[config.mk]
export PLATFORM = sky130hd
export DESIGN_NAME = ridec_top
export DESIGN_NICKNAME = d
export VERILOG_FILES = /design/src/rtl/ridec_pkg.sv /design/src/rtl/ridec_table_lookup.sv /design/src/rtl/ridec_mode_gate.sv /design/src/rtl/ridec_out_stage.sv /design/src/rtl/ridec_top.sv
export SDC_FILE = /design/constraint.sdc
export NUM_CORES = 1
export LEC_CHECK = 0
export CAP_MARGIN = 20
export CORE_AREA = 2 2 39 41
export DETAILED_ROUTE_END_ITERATION = 6
export DIE_AREA = 0 0 41 43
export MAX_ROUTING_LAYER = met4
export PLACE_DENSITY = 0.69
export SYNTH_ARGS = -nofsm -noshare
export SYNTH_HDL_FRONTEND = slang
export SYNTH_SLANG_ARGS = --single-unit
[constraint.sdc]
create_clock -name vclk -period 2.45
set_input_delay 0.3675 -clock vclk [all_inputs]
set_output_delay 0.3675 -clock vclk [all_outputs]
set_load 0.02 [all_outputs]
[src/rtl/ridec_pkg.sv]
// Package: shared field widths and the privilege mode encoding.
// Assumes the 32-bit word layout with the primary opcode in the top six bits.
package ridec_pkg;
    localparam int OPC_W = 6;
    localparam int FUN_W = 6;
    localparam int RIM_W = 5;

    typedef enum logic [1:0] {
        MODE_KERNEL = 2'b00,
        MODE_SUPER  = 2'b01,
        MODE_USER   = 2'b10,
        MODE_USERX  = 2'b11
    } priv_mode_t;

    localparam logic [OPC_W-1:0] OPC_REGFN  = 6'b000000;
    localparam logic [OPC_W-1:0] OPC_REGIMM = 6'b000001;
endpackage

[src/rtl/ridec_table_lookup.sv]
// Module: indexes a defined-encoding vector and a doubleword mask with one field.
// Assumes both vectors have 2**W entries, bit i belonging to field value i.
module ridec_table_lookup #(
    parameter int W = 6,
    parameter logic [(1<<W)-1:0] DEF = '1,
    parameter logic [(1<<W)-1:0] DW  = '0
) (
    input  logic [W-1:0] idx,
    output logic         defined,
    output logic         dword
);
    localparam int N = 1 << W;
    localparam logic [N-1:0] DEF_V = DEF;
    localparam logic [N-1:0] DW_V  = DW;

    // Select the two table bits belonging to the field value.
    always_comb begin
        defined = DEF_V[idx];
        dword   = DW_V[idx];
    end
endmodule

[src/rtl/ridec_mode_gate.sv]
// Module: decides whether a doubleword operation is allowed in the current mode.
// Assumes the mode encoding from ridec_pkg; any non-kernel value is unprivileged.
module ridec_mode_gate
    import ridec_pkg::*;
(
    input  logic [1:0] mode,
    input  logic       ext64,
    input  logic       is_dword,
    input  logic       enc_ok,
    output logic       mode_fault
);
    logic allow64;

    // Kernel always allows doubleword work; otherwise the enable bit decides.
    always_comb begin
        allow64    = (mode == MODE_KERNEL) || ext64;
        mode_fault = enc_ok && is_dword && !allow64;
    end
endmodule

[src/rtl/ridec_out_stage.sv]
// Module: optional output register, chosen by REG at elaboration.
// Assumes a synchronous active-low reset that clears both flags.
module ridec_out_stage #(
    parameter bit REG = 1'b0,
    parameter int W   = 2
) (
    input  logic         clk,
    input  logic         rst_n,
    input  logic [W-1:0] d,
    output logic [W-1:0] q
);
    generate
        if (REG) begin : g_reg
            logic [W-1:0] q_r;
            // Capture the decision on each rising edge, cleared by reset.
            always_ff @(posedge clk) begin
                if (!rst_n) q_r <= '0;
                else        q_r <= d;
            end
            assign q = q_r;
        end else begin : g_comb
            assign q = d;
        end
    endgenerate
endmodule

[src/rtl/ridec_top.sv]
// Module: reserved-instruction detection for one 32-bit word.
// Assumes the class opcodes from ridec_pkg. Sub-field tables only count inside
// their class, and a word whose primary opcode is undefined is never mode-faulted.
module ridec_top
    import ridec_pkg::*;
#(
    parameter logic [63:0] OPC_DEF = 64'h0FFF_FFFF_FFFF_FFFF,
    parameter logic [63:0] FUN_DEF = 64'hFFFF_FFFF_FFFF_FFFF,
    parameter logic [31:0] RIM_DEF = 32'h000F_FFFF,
    parameter logic [63:0] OPC_DW  = 64'h0F00_0000_0000_0000,
    parameter logic [63:0] FUN_DW  = 64'hFF00_0000_0000_0000,
    parameter logic [31:0] RIM_DW  = 32'h0000_0000,
    parameter bit          REG_OUT = 1'b0
) (
    input  logic        clk,
    input  logic        rst_n,
    input  logic [31:0] instr,
    input  logic [1:0]  mode,
    input  logic        ext64,
    output logic        ri_flag,
    output logic        ri_mode_flag
);
    logic [OPC_W-1:0] opc;
    logic [FUN_W-1:0] fun;
    logic [RIM_W-1:0] rim;
    logic opc_def, opc_dw, fun_def, fun_dw, rim_def, rim_dw;
    logic is_regfn, is_regimm, enc_ok, is_dword;
    logic core_ri, core_mode;

    // Split the word into the three fields.
    always_comb begin
        opc = instr[31:26];
        fun = instr[5:0];
        rim = instr[20:16];
    end

    ridec_table_lookup #(.W(OPC_W), .DEF(OPC_DEF), .DW(OPC_DW)) u_opc (
        .idx(opc), .defined(opc_def), .dword(opc_dw));
    ridec_table_lookup #(.W(FUN_W), .DEF(FUN_DEF), .DW(FUN_DW)) u_fun (
        .idx(fun), .defined(fun_def), .dword(fun_dw));
    ridec_table_lookup #(.W(RIM_W), .DEF(RIM_DEF), .DW(RIM_DW)) u_rim (
        .idx(rim), .defined(rim_def), .dword(rim_dw));

    // Combine the class-qualified lookups into legality and doubleword status.
    always_comb begin
        is_regfn  = (opc == OPC_REGFN);
        is_regimm = (opc == OPC_REGIMM);
        enc_ok    = opc_def && (!is_regfn || fun_def) && (!is_regimm || rim_def);
        is_dword  = opc_dw || (is_regfn && fun_dw) || (is_regimm && rim_dw);
    end

    ridec_mode_gate u_gate (
        .mode(mode), .ext64(ext64), .is_dword(is_dword),
        .enc_ok(enc_ok), .mode_fault(core_mode));

    // Any undefined encoding or a mode fault requests the exception.
    always_comb core_ri = !enc_ok || core_mode;

    ridec_out_stage #(.REG(REG_OUT), .W(2)) u_out (
        .clk(clk), .rst_n(rst_n),
        .d({core_ri, core_mode}),
        .q({ri_flag, ri_mode_flag}));
endmodule

== Word level (Yosys, flattened, before mapping) ==
Memories as Yosys holds them, arrays and structs flattened.
Index checks and enable logic that the tools add are counted.

* Flip-flop bits (word level): 0
* ROM bits: 320
* Bits of input ports: 37
* Logic and storage cells: 34
* Memories: 6

* $lt $le $gt $ge: 3
* Eq/ne operators: 1
* Muxes and demuxes: 6
* Reduce and logical (&&, ||, !) cells: 18

{| class="wikitable"
|+ Memory list
! memory !! depth !! bits a word !! rd ports !! clocked after memory_dff !! write ports !! RTL line !! source
|-
| (name not given) || 64 || 1 || 1 || 0 || 0 || ridec_table_lookup.sv:18 || <nowiki>defined = DEF_V[idx];</nowiki>
|-
| (name not given) || 64 || 1 || 1 || 0 || 0 || ridec_table_lookup.sv:19 || <nowiki>dword = DW_V[idx];</nowiki>
|-
| (name not given) || 64 || 1 || 1 || 0 || 0 || ridec_table_lookup.sv:18 ||
|-
| (name not given) || 64 || 1 || 1 || 0 || 0 || ridec_table_lookup.sv:19 ||
|-
| (name not given) || 32 || 1 || 1 || 0 || 0 || ridec_table_lookup.sv:18 ||
|-
| (name not given) || 32 || 1 || 1 || 0 || 0 || ridec_table_lookup.sv:19 ||
|}

{| class="wikitable"
|+ Operator list
! kind !! number
|-
| 6-bit by 7-bit less-than comparator with 1-bit output (second input constant) || 2
|-
| 6-bit by 1-bit == test with 1-bit output (second input constant) || 1
|-
| 1-bit logical AND || 6
|-
| 6-bit logical NOT || 1
|-
| 1-bit logical OR || 6
|-
| 5-bit by 6-bit less-than comparator with 1-bit output (second input constant) || 1
|-
| 1-bit two-way mux || 6
|-
| 1-bit logical NOT || 4
|-
| 2-bit logical NOT || 1
|}

== Depth between registers and ports, before layout ==
* Word-level depth: 8
* Gate-level depth with buffers: 3
* Gate-level depth less buffers: 3

== Modules after synthesis ==
Synthesis repeated with hierarchy kept, for this count alone.

* Cell total of the unflattened synthesis: 21
* Area, all modules: 155.1 um^2

{| class="wikitable"
|+ By module, submodules not included
! module !! instances !! cells each !! area each (um^2) !! sequential area each (um^2)
|-
| ridec_top || 1 || 8 || 72.6 || 0.0
|-
| ridec_mode_gate || 1 || 3 || 17.5 || 0.0
|-
| ridec_table_lookup (u_fun) || 1 || 3 || 17.5 || 0.0
|-
| ridec_table_lookup (u_opc) || 1 || 2 || 16.3 || 0.0
|-
| ridec_table_lookup (u_rim) || 1 || 3 || 16.3 || 0.0
|-
| ridec_out_stage || 1 || 2 || 15.0 || 0.0
|}

== Worst setup path after synthesis ==
No wires, ideal clock.

* Path type: input -> output
* Start: in instr[28]
* End: out ri_flag
* Arrival time: 1.138 ns
* Data required time: 2.082 ns
* Path slack: 0.944 ns
* Stages on the path: 3
* Path buffers: 0
* Path through: nor4_2 or3b_1 o211ai_2

* Longest elaborated chain between the ends: 8

{| class="wikitable"
|+ RTL lines
! item !! RTL line !! source
|-
| start, declared || ridec_top.sv:17 || <nowiki>input logic [31:0] instr,</nowiki>
|-
| parallel branches: the longest is 7 deep, another holds memory read 64 x 1 bit || -- ||
|-
| 1-bit logical OR * || ridec_top.sv:57 || <nowiki>always_comb core_ri = !enc_ok || core_mode;</nowiki>
|-
| end, declared || ridec_top.sv:20 || <nowiki>output logic ri_flag,</nowiki>
|}

Every way passes the cells marked *. The select of a mux whose other input is x is not followed.

== Final worst setup path ==
Ends and elaborated chain as after synthesis.

==> impl_metrics.env <==
export IMPL_relSlewSlack_pct=81.13
export IMPL_grt_overflow=0
export IMPL_drt_pass1_iter_count=4
export IMPL_crit_type="in2out"
export IMPL_io_pins=39
export IMPL_die_area_um2=1763
export IMPL_fp_dieW_um=41
export IMPL_stdcell_count=45
export IMPL_crit_fanout=2
export IMPL_worstPathCellList="clkdlybuf4s50_1 -> nor4_2 -> or3b_1 -> o211ai_2 -> dlygate4sd2_1"
export IMPL_synth_top_family_by_area="simple AND/OR/NAND/NOR gates"
export IMPL_setup_worst_path_start="instr[28]"
export IMPL_io_buffers=17
export IMPL_synth_adder_area_share_pct=0
export IMPL_cp_required_ns=2.08
export IMPL_grt_max_degree=4
export IMPL_max_freq_mhz=434.4
export IMPL_period_needed_ns=2.302
export IMPL_worst_slack_ns=0.1480
export IMPL_maxSlewViolCount=0
export IMPL_hp_class="in2out"
export IMPL_synth_top_cell_area_share_pct=13.33
export IMPL_ys_types=12
export IMPL_synth_area_leaders="nor4_2 (13%), o211ai_2 (13%), and4b_1 (11%), or3b_1 (9.3%), a21o_1 (8.0%)"
export IMPL_cp_num_buf_inv=2
export IMPL_n_clock_buffer=0
export IMPL_design_seq_count=0
export IMPL_grt_pass1_wl_um=607
export IMPL_min_from="ext64"
export IMPL_post_synth_xor_area_fraction_pct=0
export IMPL_grt_util_all_layers_pct=4.606
export IMPL_rsz0062_at_grt="false"
export IMPL_synth_simple_gate_area_share_pct=53.33
export IMPL_p_seq_share_pct=0
export IMPL_syn_avg_cell_area_um2=7.820
export IMPL_syn_nets=49
export IMPL_dp_cells=45
export IMPL_initial_core_util_pct=6.781
export IMPL_finalCoreUtilization_pct=20.61
export IMPL_vdd_drop_max_mv=0.03972
export IMPL_p_leak_uw=0.0001202
export IMPL_die_y_um=43
export IMPL_ant_nets=0
export IMPL_vias=169
export IMPL_dp_slack_ns=-0.1355
export IMPL_syn_inst=12
export IMPL_placedInstanceArea_um2=284.0
export IMPL_final_common_cell="clkdlybuf4s50_1"
export IMPL_slowest_stage="clkdlybuf4s50_1"
export IMPL_yosysWarnings=0
export IMPL_status="completed"
export IMPL_cap_violations=0
export IMPL_swShare_pct=26.35
export IMPL_rows=14
export IMPL_drt_iter0_drc=4
export IMPL_cpPeakStageDelay_ns=0.43
export IMPL_muxShareOfSynthArea_pct=0
export IMPL_fillers=154
export IMPL_synth_area_leader_cell="nor4_2"
export IMPL_power_share_combinational_pct=100.0
export IMPL_p_sw_uw=8.984
export IMPL_min_period_over_period_pct=93.96
export IMPL_finalSetupViolCount=0
export IMPL_synth_compound_area_share_pct=42.67
export IMPL_worst_setup_path_end_kind="output pin"
export IMPL_netlist_area_um2=93.84
export IMPL_drt_wl_total_um=381
export IMPL_seqCellArea_um2=0
export IMPL_cts_setup_buffers=0
export IMPL_stdcell_area_um2=285.3
export IMPL_finalHoldViolCount=0
export IMPL_drive_gt1_share_pct=6.897
export IMPL_synth_seq_area_share_pct=0
export IMPL_drc=0
export IMPL_cp_start_kind="input pin"
export IMPL_diodes=0
export IMPL_coreArea_um2=1384
export IMPL_cp_top_family="buffers and inverters"
export IMPL_p_clk_share_pct=0
export IMPL_path_depth=5
export IMPL_cp_arrival_ns=1.93
export IMPL_first_global_vias=155
export IMPL_power_internal_uw=25.11
export IMPL_power_density_nw_per_um2=119.5
export IMPL_hold_buffers=0
export IMPL_avgRoutedWirePerCell_um=8.467
export IMPL_whs_ns=1.611
export IMPL_area_delta_synth_final_pct=204.0
export IMPL_endpoint="ri_flag"
export IMPL_grt_antenna_before_repair=0
export IMPL_gp_congestion=0.5060
export IMPL_final_nets=68
export IMPL_drt_vias_per_instance=3.756
export IMPL_tightest_slew_ns=0.2824
==> power groups by stage <==
stage               Clock, uW  Combinational [uW]  Sequential (uW)
floorplan                   0                6.95                0
global placement            0                34.5                0
detailed placement          0                34.8                0
CTS                         0                34.6                0
global route                0                37.5                0
finish                      0                34.1                0
==> Yosys cell counts <==
| master | count |
|---|---|
| or3b_1 | 1 |
| and4b_1 | 1 |
| nor4_2 | 1 |
| o211ai_1 | 1 |
| o21bai_1 | 1 |
| nand2b_1 | 1 |
| a21o_1 | 1 |
| nand3_1 | 1 |
| nand3b_1 | 1 |
| inv_1 | 1 |
| a21oi_1 | 1 |
| o211ai_2 | 1 |
==> per-layer routing <==
metal / global-route usage, % / wire length (um)
met2: 7.187 / 110
met3: 0.5236 / 98
met1: 6.646 / 173
met4: 0 / 0
met5: - / 0
==> kinds of logic (layout without fill, tap and decap cells) <==
family | count (synthesis) | in the layout
AND/OR/NAND/NOR | 6 | 6
AO/OA/AOI/OAI | 5 | 5
buffers and inverters | 1 | 18
==> tightest hold or removal path, cell delays in order <==
cell             delay [ns]
clkdlybuf4s50_1        0.45
o21bai_1               0.17
a21oi_1                0.05
dlymetal6s2s_1         0.20
==> area by class of cell <==
class | instances | area [um2] | area share (%)
Multi-Input combinational cell | 11 | 90.09 | 31.58
Tap cell | 16 | 20.02 | 7.018
Inverter | 1 | 3.754 | 1.316
Timing Repair Buffer | 17 | 171.4 | 60.09
==> stage by stage <==
stage | power (uW) | setup TNS [ns]
global placement | 34.48 | -0.1445
detailed placement | 34.84 | -0.1355
floorplan | 6.949 | 0
CTS | 34.55 | 0
finish | 34.09 | 0
global route | 37.48 | 0
==> worst min path at each step <==
stage                     slack, ns            to  cells past startpoint
final                          1.61  ri_mode_flag                      4
after CTS                      1.75       ri_flag                      5
after floorplan                0.96  ri_mode_flag                      3
after detailed placement       1.94  ri_mode_flag                      5
after global routing           1.70  ri_mode_flag                      5
after global placement         1.93  ri_mode_flag                      4
==> timing repair <==
action / 4_1_cts / 5_1_grt
endpoints found under the setup margin: 1 / 1
gates cloned: 0 / 0
resized for setup: 1 / 1
pin swaps: 0 / 0
Note: power is estimated with default switching activity, not from simulation.
